==> src/rtl/uart_tx_pkg.sv <==
package uart_tx_pkg;
  typedef enum logic {
    PAR_EVEN = 1'b0,
    PAR_ODD  = 1'b1
  } par_mode_e;

  localparam logic LINE_MARK  = 1'b1;
  localparam logic LINE_SPACE = 1'b0;
endpackage

==> src/rtl/wr_edge_det.sv <==
module wr_edge_det (
  input  logic clk,
  input  logic rst,
  input  logic strobe_n,
  output logic fall_pulse
);
  logic strobe_q;

  always_ff @(posedge clk) begin
    if (rst) strobe_q <= 1'b1;
    else     strobe_q <= strobe_n;
  end

  assign fall_pulse = strobe_q & ~strobe_n;


  single_fall_chk: assert property (@(posedge clk) disable iff (rst)
    fall_pulse |=> !fall_pulse);
endmodule

==> src/rtl/bit_tick_div.sv <==
module bit_tick_div #(
  parameter int DIV = 16
) (
  input  logic clk,
  input  logic rst,
  input  logic restart,
  input  logic run,
  output logic tick
);
  localparam int CW = (DIV > 1) ? $clog2(DIV) : 1;
  localparam logic [CW-1:0] LAST = CW'(DIV - 1);

  logic [CW-1:0] cnt;

  always_ff @(posedge clk) begin
    if (rst || restart)  cnt <= '0;
    else if (run)        cnt <= (cnt == LAST) ? '0 : cnt + 1'b1;
  end

  assign tick = run && (cnt == LAST);


  tick_spacing_chk: assert property (@(posedge clk) disable iff (rst)
    tick |=> !tick);
endmodule

==> src/rtl/frame_shifter.sv <==
module frame_shifter
  import uart_tx_pkg::*;
#(
  parameter int DATA_W = 8
) (
  input  logic              clk,
  input  logic              rst,
  input  logic              load,
  input  logic [DATA_W-1:0] data,
  input  par_mode_e         mode,
  input  logic              tick,
  output logic              line,
  output logic              busy
);
  localparam int FRAME_W = DATA_W + 3;
  localparam int IW      = $clog2(FRAME_W);

  logic [FRAME_W-1:0] shreg;
  logic [IW-1:0]      bits_left;
  logic               par_bit;

  assign par_bit = (^data) ^ (mode == PAR_ODD);

  always_ff @(posedge clk) begin
    if (rst) begin
      shreg     <= '1;
      bits_left <= '0;
      busy      <= 1'b0;
    end else if (load) begin
      shreg     <= {LINE_MARK, par_bit, data, LINE_SPACE};
      bits_left <= IW'(FRAME_W - 1);
      busy      <= 1'b1;
    end else if (busy && tick) begin
      if (bits_left == '0) begin
        busy <= 1'b0;
      end else begin
        shreg     <= {LINE_MARK, shreg[FRAME_W-1:1]};
        bits_left <= bits_left - 1'b1;
      end
    end
  end

  assign line = shreg[0];


  idle_line_high_chk: assert property (@(posedge clk) disable iff (rst)
    !busy |-> line);

  bit_hold_chk: assert property (@(posedge clk) disable iff (rst)
    (busy && !tick && !load) |=> $stable(line));

  start_bit_chk: assert property (@(posedge clk) disable iff (rst)
    load |=> (busy && !line));
endmodule

==> src/rtl/uart_par_tx.sv <==
module uart_par_tx
  import uart_tx_pkg::*;
#(
  parameter int DATA_W     = 8,
  parameter int OVERSAMPLE = 16
) (
  input  logic              clk_x16,
  input  logic              rst,
  input  logic              wr_n,
  input  logic [DATA_W-1:0] wr_byte,
  input  logic              odd_par,
  output logic              tx_line,
  output logic              tx_ready
);
  logic wr_fall;
  logic accept;
  logic busy;
  logic bit_tick;

  wr_edge_det u_edge (
    .clk        (clk_x16),
    .rst        (rst),
    .strobe_n   (wr_n),
    .fall_pulse (wr_fall)
  );

  assign accept = wr_fall && !busy;

  bit_tick_div #(.DIV(OVERSAMPLE)) u_div (
    .clk     (clk_x16),
    .rst     (rst),
    .restart (accept),
    .run     (busy),
    .tick    (bit_tick)
  );

  frame_shifter #(.DATA_W(DATA_W)) u_shift (
    .clk  (clk_x16),
    .rst  (rst),
    .load (accept),
    .data (wr_byte),
    .mode (par_mode_e'(odd_par)),
    .tick (bit_tick),
    .line (tx_line),
    .busy (busy)
  );

  assign tx_ready = !busy;


  ready_drop_cause_chk: assert property (@(posedge clk_x16) disable iff (rst)
    $fell(tx_ready) |-> $past(wr_fall));

  ignored_strobe_chk: assert property (@(posedge clk_x16) disable iff (rst)
    (wr_fall && !tx_ready && !bit_tick) |=> ($stable(tx_line) && !tx_ready));

  ready_line_idle_chk: assert property (@(posedge clk_x16) disable iff (rst)
    $rose(tx_ready) |-> tx_line);
endmodule

==> config.mk <==
export PLATFORM = sky130hd
export DESIGN_NAME = uart_par_tx
export DESIGN_NICKNAME = d
export VERILOG_FILES = /design/src/rtl/uart_tx_pkg.sv /design/src/rtl/wr_edge_det.sv /design/src/rtl/bit_tick_div.sv /design/src/rtl/frame_shifter.sv /design/src/rtl/uart_par_tx.sv
export SDC_FILE = /design/constraint.sdc
export NUM_CORES = 1
export LEC_CHECK = 0
export BUFFER_PORTS_ARGS = -buffer_cell sky130_fd_sc_hd__clkbuf_2
export CORE_MARGIN = 3
export CORE_UTILIZATION = 59
export DETAILED_ROUTE_END_ITERATION = 6
export PLACE_DENSITY = 0.86
export SYNTH_ARGS = -nofsm -noshare
export SYNTH_HDL_FRONTEND = slang
export SYNTH_SLANG_ARGS = --single-unit
==> constraint.sdc <==
create_clock -name clk_x16 -period 3.2 [get_ports clk_x16]
set_input_delay 0.64 -clock clk_x16 [delete_from_list [all_inputs] [get_ports clk_x16]]
set_output_delay 0.64 -clock clk_x16 [all_outputs]
set_load 0.01 [all_outputs]
* Word level (Yosys, flattened, before mapping)
Cells that the tools add are included.
** Word-level totals
- Output and inout bits :: 2
- Input bits :: 12
- Word-level logic and storage cells :: 37
- Register bits :: 20
** Cells by class
- Eq/ne operators :: 2
- Mux-type cells :: 10
- Add/subtract/negate cells :: 2
- Bitwise gates (word level) :: 4
- Reduce and logical (&&, ||, !) cells :: 13
** Operators by type and width (count)
- $mux 10 :: 3
- $mux 4 :: 4
- $reduce_xor 8->1 :: 1
- $reduce_and 2->1 :: 3
- $add 4x1->4 const B :: 1
- $eq 4x4->1 const B :: 1
- $logic_not 4->1 :: 1
- $reduce_bool 2->1 :: 2
- $sub 4x1->4 const B :: 1
- $logic_and 1x1->1 :: 3
- $mux 1 :: 3
- $ne 2x2->1 const B :: 1
- $not 1->1 :: 2
- $reduce_or 2->1 :: 1
- $and 1x1->1 :: 1
- $logic_not 1->1 :: 1
- $logic_or 1x1->1 :: 1
- $xor 1x1->1 :: 1

* Logic depth before layout (Yosys ltp)
Gate-level depths: netlist of the first run.
- Depth after elaboration :: 5
- Depth in mapped cells :: 6

* Hierarchy
From an unflattened synthesis of the first run, not the netlist that was laid out.
** Second synthesis, totals
- Cells, all modules :: 108
- Area, all modules :: 1038.5 um^2
** Modules (own cells, without submodules)
- frame_shifter :: cells each 86, area each 819.5 um^2, instances 1, sequential area each 300.3 um^2
- bit_tick_div :: cells each 17, area each 173.9 um^2, instances 1, sequential area each 80.1 um^2
- wr_edge_det :: cells each 3, area each 35.0 um^2, instances 1, sequential area each 20.0 um^2
- uart_par_tx :: cells each 2, area each 10.0 um^2, instances 1, sequential area each 0.0 um^2

* Least setup slack after synthesis of the first run
Ideal clock, no wire load.
- Path type :: input to register
- Start :: input wr_n
- End :: register u_shift.shreg[9]
- Arrival :: 1.494 ns
- Data required time :: 3.074 ns
- Path buffers :: 1
- Setup slack :: 1.580 ns
- Setup time :: 0.126 ns
- Stages on the path :: 4
- Cells stage by stage :: or3b_4 -> buf_6 -> nor4b_2 -> a211oi_2
** Between the ends
- Cells in the longest elaborated chain, start to end :: 5
** RTL lines
- start: declaration :: line uart_par_tx.sv:9 : input logic wr_n,
- $not 1->1 * :: line wr_edge_det.sv:14 : assign fall_pulse = strobe_q & ~strobe_n;
- $and 1x1->1 * :: line wr_edge_det.sv:14
- $logic_and 1x1->1 * :: line uart_par_tx.sv:27 : assign accept = wr_fall && !busy;
- $ne 2x2->1 (no source line) or $reduce_bool 2->1 (tied branches)
- $reduce_and 2->1 (no source line)
- end signal: assignment :: line frame_shifter.sv:30 : shreg <= {LINE_MARK, par_bit, data, LINE_SPACE};
- end signal: assignment :: line frame_shifter.sv:37 : shreg <= {LINE_MARK, shreg[FRAME_W-1:1]};
- end: declaration :: line frame_shifter.sv:18 : logic [FRAME_W-1:0] shreg;
Mark *: on every way between the ends. The rest lies on a longest branch, timed or not.
A chain may end at the register's enable or synchronous reset.

* Worst setup path in the final report of the first run
- Start :: register u_shift.busy
- End :: output tx_ready
** Between the ends
- Cells in the longest elaborated chain, start to end :: 1
** RTL lines
- start: declaration :: line frame_shifter.sv:13 : output logic busy
- start signal: assignment :: line frame_shifter.sv:28 : busy <= 1'b0;
- start signal: assignment :: line frame_shifter.sv:32 : busy <= 1'b1;
- start signal: assignment :: line frame_shifter.sv:35 : busy <= 1'b0;
- $logic_not 1->1 :: line uart_par_tx.sv:48 : assign tx_ready = !busy;
- end: declaration :: line uart_par_tx.sv:13 : output logic tx_ready
No other way between the ends.

==> results.yml, run 1 <==
floorplan:
  core_area_um2: 1580
  start_util_pct: 66.2
  num_io_pins: 14
  die_h_um: 48.1
  die_w_um: 48.1
  num_rows: 14
  die_area_um2: 2310
power_and_ir_drop:
  p_per_area_nw_per_um2: 501
  ir_drop_v: 0.000359
  p_leak_nw: 0.533
timing:
  finalCritPeriodShare_pct: 55.6
  setup_viol: 0
  layout_min_cycle_time_ns: 1.78
  drv_slew: 0
  slew_headroom_pct: 57.8
  max_freq_mhz: 562
  finalHoldViolCount: 0
  fin_skew_ns: 0.00530
  setup_tns_ns: 0
  rsz0062_at_grt: "false"
  worst_pin_slew_ns: 0.630
min_path:
  worstHoldPathType: "flip-flop to flip-flop"
cts:
  h-tree-depth: 1
  clock_latency_ns: 0.30
  cts_setup_buffers: 0
  cts_hold_buffers: 0
  cts_buffer_depth: 2
  clk_pin_slew_worst_paths_ns: 0.11
  cts_tree: "yes"
  numClockSinks: 20
  numCtsBuffers: 3
  cts_resized: 0
  cts_root_buf: "clkbuf_4"
yosys:
  syn-num-nets: 126
  synth_seq_cells: 20
  yosysMostFrequentCell: "dfxtp_1"
  syn_area_um2: 1040
  seq_area_frac_synth_pct: 38.4
  synth_area_leaders: "dfxtp_1 38%, o21bai_1 6.5%, nand2_1 6.1%, nor2_1 5.8%, and3_1 4.8%"
  avgSynthCellArea_um2: 9.23
  ys.flop_type: "dfxtp_1"
  synth-edff-count: 0
  synth_top_area_cell: "dfxtp_1"
  syn_inst: 113
  synthTopCellsByCount: "20 x dfxtp_1, 17 x nand2_1, 16 x nor2_1"
  synth_cell_types: 34
  async_reset_ff_share_pct: 0
  synth_top_area_share_pct: 38.4
  ys_warn_count: 0
place:
  io_buffers: 13
  gp_congestion: 0.797
  dp_hpwl_mm: 1.45
  place_inst: 138
run:
  drv_cap: 0
worst_setup_path:
  crit_fanout: 8
  crit_chain: "inv_1, clkbuf_2"
  critPathLaunchType: "flip-flop"
  crit_buf_inv: 2
  cp.arrival_ns: 1.14
  crit_slowest_cell: "dfxtp_1"
  cp_slowest_stage_delay_ns: 0.55
  crit_type: "flip-flop to output pin"
  required_ns: 2.56
  cpLargestDelayFamily: "flip-flops"
  endpoint_kind: "output pin"
grt:
  grt_pass1_wl_mm: 3.35
  grtUsageTotal_pct: 21.4
  grt_pass1_vias: 818
  grt_max_degree: 18
  grt_overflow: 0
  antenna_found_initial: 0
final_layout:
  nets: 140
  layoutNonFillerInstCount: 142
  fillers: 127
  syn_to_final_growth_pct: 9.23
  drive_gt1_share_pct: 20.6
  num_antenna_cells: 0
drt:
  viasPerCell: 5.99
  vias: 850
  drtPass1Iterations: 5
  ant_nets: 0
  wire_per_inst_um: 14.5
  wl_mm: 2.06
  drtIter0Drc: 16
  drc: 0
outcome:
  run_status: "complete, no violations"
final timing paths:
| path | startpoint | end | slack [ns] | cells after the start |
|---|---|---|---|---|
| hold / removal | u_shift.shreg[8] | u_shift.shreg[8] | 0.53 | 2 |
| setup / recovery | u_shift.busy | tx_ready | 1.42 | 2 |
| setup reg to reg | u_div.cnt[0] | u_shift.shreg[5] | 1.48 | 5 |
| hold reg to reg | u_shift.shreg[8] | u_shift.shreg[8] | 0.53 | 2 |
report_power, final:
group | total, W | switching (W) | leakage, nW | internal, W
Combinational | 0.0000910 | 0.0000474 | 0.342 | 0.0000436
Sequential | 0.000276 | 0.0000130 | 0.164 | 0.000263
Clock | 0.000204 | 0.0000773 | 0.0279 | 0.000127
metal layers:
metal	track usage (%)	share of wire, %	wire length [um]
met5	0	0	0
met1	23.8	44	898
met3	3.38	2.5	52
met4	11.3	2.3	48
met2	38.5	51	1060
area by class of cell:
cell class	instances	area (um2)	area share, %
multi-input cells	88	598	52.5
well taps	16	20.0	1.76
clock buffers	3	22.5	1.98
repair buffers	13	65.1	5.71
flip-flops and latches	20	400	35.1
inverters	1	3.75	0.329
clock inverters	1	30.0	2.63
cell families after synthesis:
family | count (synthesis) | synth area share, %
AOI/OAI and AO/OA | 19 | 13.9
DFF | 20 | 38.4
xor gates and xnor gates | 8 | 8.03
and+or+nand+nor | 57 | 31.3
adders and majority gates | 1 | 1.20
muxes | 3 | 2.88
buffers and inverters | 5 | 4.32
cells in the final DEF, fill, tap and decap left out:
cell type,n
or2_2,1
o21ai_0,1
clkbuf_4,3
a31oi_1,1
or4_1,1
o21bai_1,9
inv_1,1
nor3b_1,1
ha_1,1
or3b_4,1
nand2_1,17
a211oi_2,1
nand4_1,2
nor3b_2,1
xor2_1,3
and3_1,8
xnor2_1,4
xnor3_1,1
a21oi_1,4
nand2b_1,1
nor2b_1,1
nor4_4,1
bufinv_16,1
nand4_4,1
nor2_1,16
o41ai_1,1
o21ai_4,1
dfxtp_1,20
a311oi_1,1
mux2i_1,3
nor3_2,1
nor4b_2,1
clkbuf_2,13
nor3_1,3
worst register-to-register path: cells and delay by family (launching register included):
kind	cells	cell delay (ns)
compound gates	2	0.48
fa+ha+maj	1	0.29
flops	1	0.42
simple gates	2	0.43
registers in the layout, indices dropped and copies added, names as in the netlist:
signal and flops:
u_div.cnt 4, u_edge.strobe_q 1, u_shift.bits_left 4, u_shift.busy 1, u_shift.shreg 10
per-stage QoR:
step	instance area, um2	util (%)	setup WS [ns]	hold WS (ns)	total power (W)
after global placement	1090	69.0	1.38	0.495	0.000367
after floorplan	1040	-	1.58	0.482	0.000352
final	1140	72.3	1.42	0.527	0.000571
after detailed placement	1090	69.0	1.36	0.501	0.000371
after global routing	1140	72.3	1.36	0.557	0.000602
after CTS	1140	72.3	1.42	0.524	0.000577
No activity file was read; power rests on OpenSTA's default activity.
==> run 2: changes to the inputs <==
--- a/config.mk
+++ b/config.mk
@@ -7,9 +7,9 @@
 export LEC_CHECK = 0
 export BUFFER_PORTS_ARGS = -buffer_cell sky130_fd_sc_hd__clkbuf_2
 export CORE_MARGIN = 3
-export CORE_UTILIZATION = 59
+export CORE_UTILIZATION = 50
 export DETAILED_ROUTE_END_ITERATION = 6
-export PLACE_DENSITY = 0.86
+export PLACE_DENSITY = 0.79
 export SYNTH_ARGS = -nofsm -noshare
 export SYNTH_HDL_FRONTEND = slang
 export SYNTH_SLANG_ARGS = --single-unit
==> constraint.sdc (replaced) <==
create_clock -name clk_x16 -period 1.6 [get_ports clk_x16]
set_input_delay 0.32 -clock clk_x16 [delete_from_list [all_inputs] [get_ports clk_x16]]
set_output_delay 0.32 -clock clk_x16 [all_outputs]
set_load 0.01 [all_outputs]
==> run 2 against run 1 <==
  * Sequential share of layout area down 1.5 points
  * Non-clock buffer count is 6 higher
  * Clock power rose by 39%
  * Register-to-register slack worse by 1.4 ns
  * Worst setup slack lost 1.3 ns
  * Critical path type is now flip-flop to flip-flop
  * Routed wire length shrank 10%
  * Global-route usage shrank 5.0 points
  * Critical path depth increased by 2
  * Utilization is 7.3 points lower
==> results.yml, run 2 (synthesized netlist as in run 1, its figures left out) <==
drt:
  drc: 0
  wire_per_inst_um: 11.8
  viasPerCell: 5.36
  drtIter0Drc: 11
  vias: 842
  ant_nets: 0
  wl_mm: 1.85
  drtPass1Iterations: 4
final_layout:
  layout_common_cells: "19 x dfxtp_1, 17 x nand2_1, 16 x nor2_1"
  largest_register: "u_shift.shreg"
  syn_to_final_growth_pct: 14.6
  fillers: 160
  biggestRegsByFlops: "u_shift.shreg (10), u_div.cnt (4), u_shift.bits_left (4)"
  num_antenna_cells: 0
  largest_reg_flops: 10
  final_common_cell: "dfxtp_1"
  nets: 146
  final_util_pct: 65.0
  drive_gt1_share_pct: 25.8
  multiInputGateArea_um2: 601
  regArea_um2: 402
timing:
  fin_skew_ns: 0.00537
  setup_tns_ns: 0
  worst_pin_slew_ns: 0.373
  setup_viol: 0
  holdWs_ns: 0.271
  layout_min_cycle_time_ns: 1.52
  setup_ws_ns: 0.0755
  slew_headroom_pct: 74.9
  max_freq_mhz: 656
  finalHoldViolCount: 0
  finalCritPeriodShare_pct: 95.3
  drv_slew: 0
worst_setup_path:
  r2r_start: "u_div.cnt[0]"
  r2r_slack_ns: 0.08
  critPathLaunchType: "flip-flop"
  crit_chain: "ha_2, nand4_4, or4_1, a31oi_1"
  critPathLaunch: "u_div.cnt[0]"
  cp.arrival_ns: 1.75
  cp_slowest_stage_delay_ns: 0.51
  crit_slowest_cell: "or4_1"
  crit_type: "flip-flop to flip-flop"
  endpoint_kind: "flip-flop"
  crit_fanout: 8
  required_ns: 1.82
grt:
  antenna_found_initial: 0
  use_met1_pct: 21.1
  grt_use_met2_pct: 27.1
  grt_pass1_wl_mm: 3.33
  grt_most_used_layer: "met2"
  grt_pass1_vias: 785
  met3_usage_pct: 2.58
  grt_max_degree: 18
  grtUsageTotal_pct: 16.4
  grt_overflow: 0
power_and_ir_drop:
  p_total_w: 0.00103
  switchingPower_w: 0.000262
  sw_frac_of_total_pct: 25.5
  p_leak_nw: 0.556
  p_comb_share_pct: 19.1
  p_per_area_nw_per_um2: 860
  ir_drop_v: 0.000567
  p_seq_share_pct: 53.4
  power_frac_clock_pct: 27.6
  p_int_w: 0.000766
place:
  io_buffers: 13
  detailedPlace.worstSlack_ns: 0.00390
  gp_congestion: 0.869
  dp_hpwl_mm: 1.37
cts:
  cts_hold_buffers: 0
  cts_root_buf: "clkbuf_4"
  clk_pin_slew_worst_paths_ns: 0.11
  cts_tree: "yes"
  numClockSinks: 20
  h-tree-depth: 1
  cts_buffer_depth: 2
  clock_latency_ns: 0.29
  numCtsBuffers: 3
floorplan:
  start_util_pct: 56.7
  num_io_pins: 14
  die_w_um: 51.7
  die_h_um: 51.7
  num_rows: 15
  core_area_um2: 1840
  die_area_um2: 2670
run:
  drv_cap: 0
outcome:
  run_status: "complete, no violations"
min_path:
  hp-start: "wr_n"
  worstHoldPathType: "input pin to flip-flop"
run 2: cell types whose count changed in the layout (fill, tap and decap cells not counted), sizes merged:
| cell | delta |
|---|---|
| clkbuf | +1 |
| buf | +6 |
| bufinv | -1 |
run 2: stage by stage:
| step | cells | instance area, um2 |
|---|---|---|
| finish | 157 | 1200 |
| floorplan | 113 | 1040 |
| detailed placement | 151 | 1140 |
| CTS | 155 | 1180 |
| global route | 157 | 1200 |
| global placement | 151 | 1140 |
run 2: repair_timing:
item / in CTS / in global routing
resized for setup: 1 / 1
buffers inserted: 0 / 2
setup endpoints to repair: 1 / 10
run 2: power by group through the flow:
stage | sequential (W) | combinational (W) | clock [W]
global placement | 0.000557 | 0.000192 | 0
global route | 0.000553 | 0.000219 | 0.000308
floorplan | 0.000553 | 0.000150 | 0
finish | 0.000549 | 0.000196 | 0.000284
detailed placement | 0.000559 | 0.000198 | 0
CTS | 0.000548 | 0.000198 | 0.000290
run 2: worst paths after layout:
kind                                        endpoint  cells after the start
worst max-delay path            u_shift.bits_left[1]                      4
worst min-delay path                 u_edge.strobe_q                      2
worst max register to register  u_shift.bits_left[1]                      4
worst min register to register      u_shift.shreg[2]                      2
run 2: cell type report:
class | instances | area share (%)
repair buffers | 19 | 10.3
well taps | 25 | 2.62
inverters | 1 | 0.314
clock buffers | 4 | 3.03
multi-input cells | 88 | 50.2
flip-flops and latches | 20 | 33.6
run 2: worst max-delay path, delay by kind of cell, from the launching register on:
kind | cells | cell delay (ns)
DFF | 1 | 0.37
adders and majority gates | 1 | 0.23
and+or+nand+nor | 2 | 0.69
AOI/OAI and AO/OA | 1 | 0.17
run 2: layer usage:
metal	up-vias	share of wire, %
met5	-	0
met4	0	1.1
met3	2	4.1
met2	17	47
met1	386	48
li1	437	-
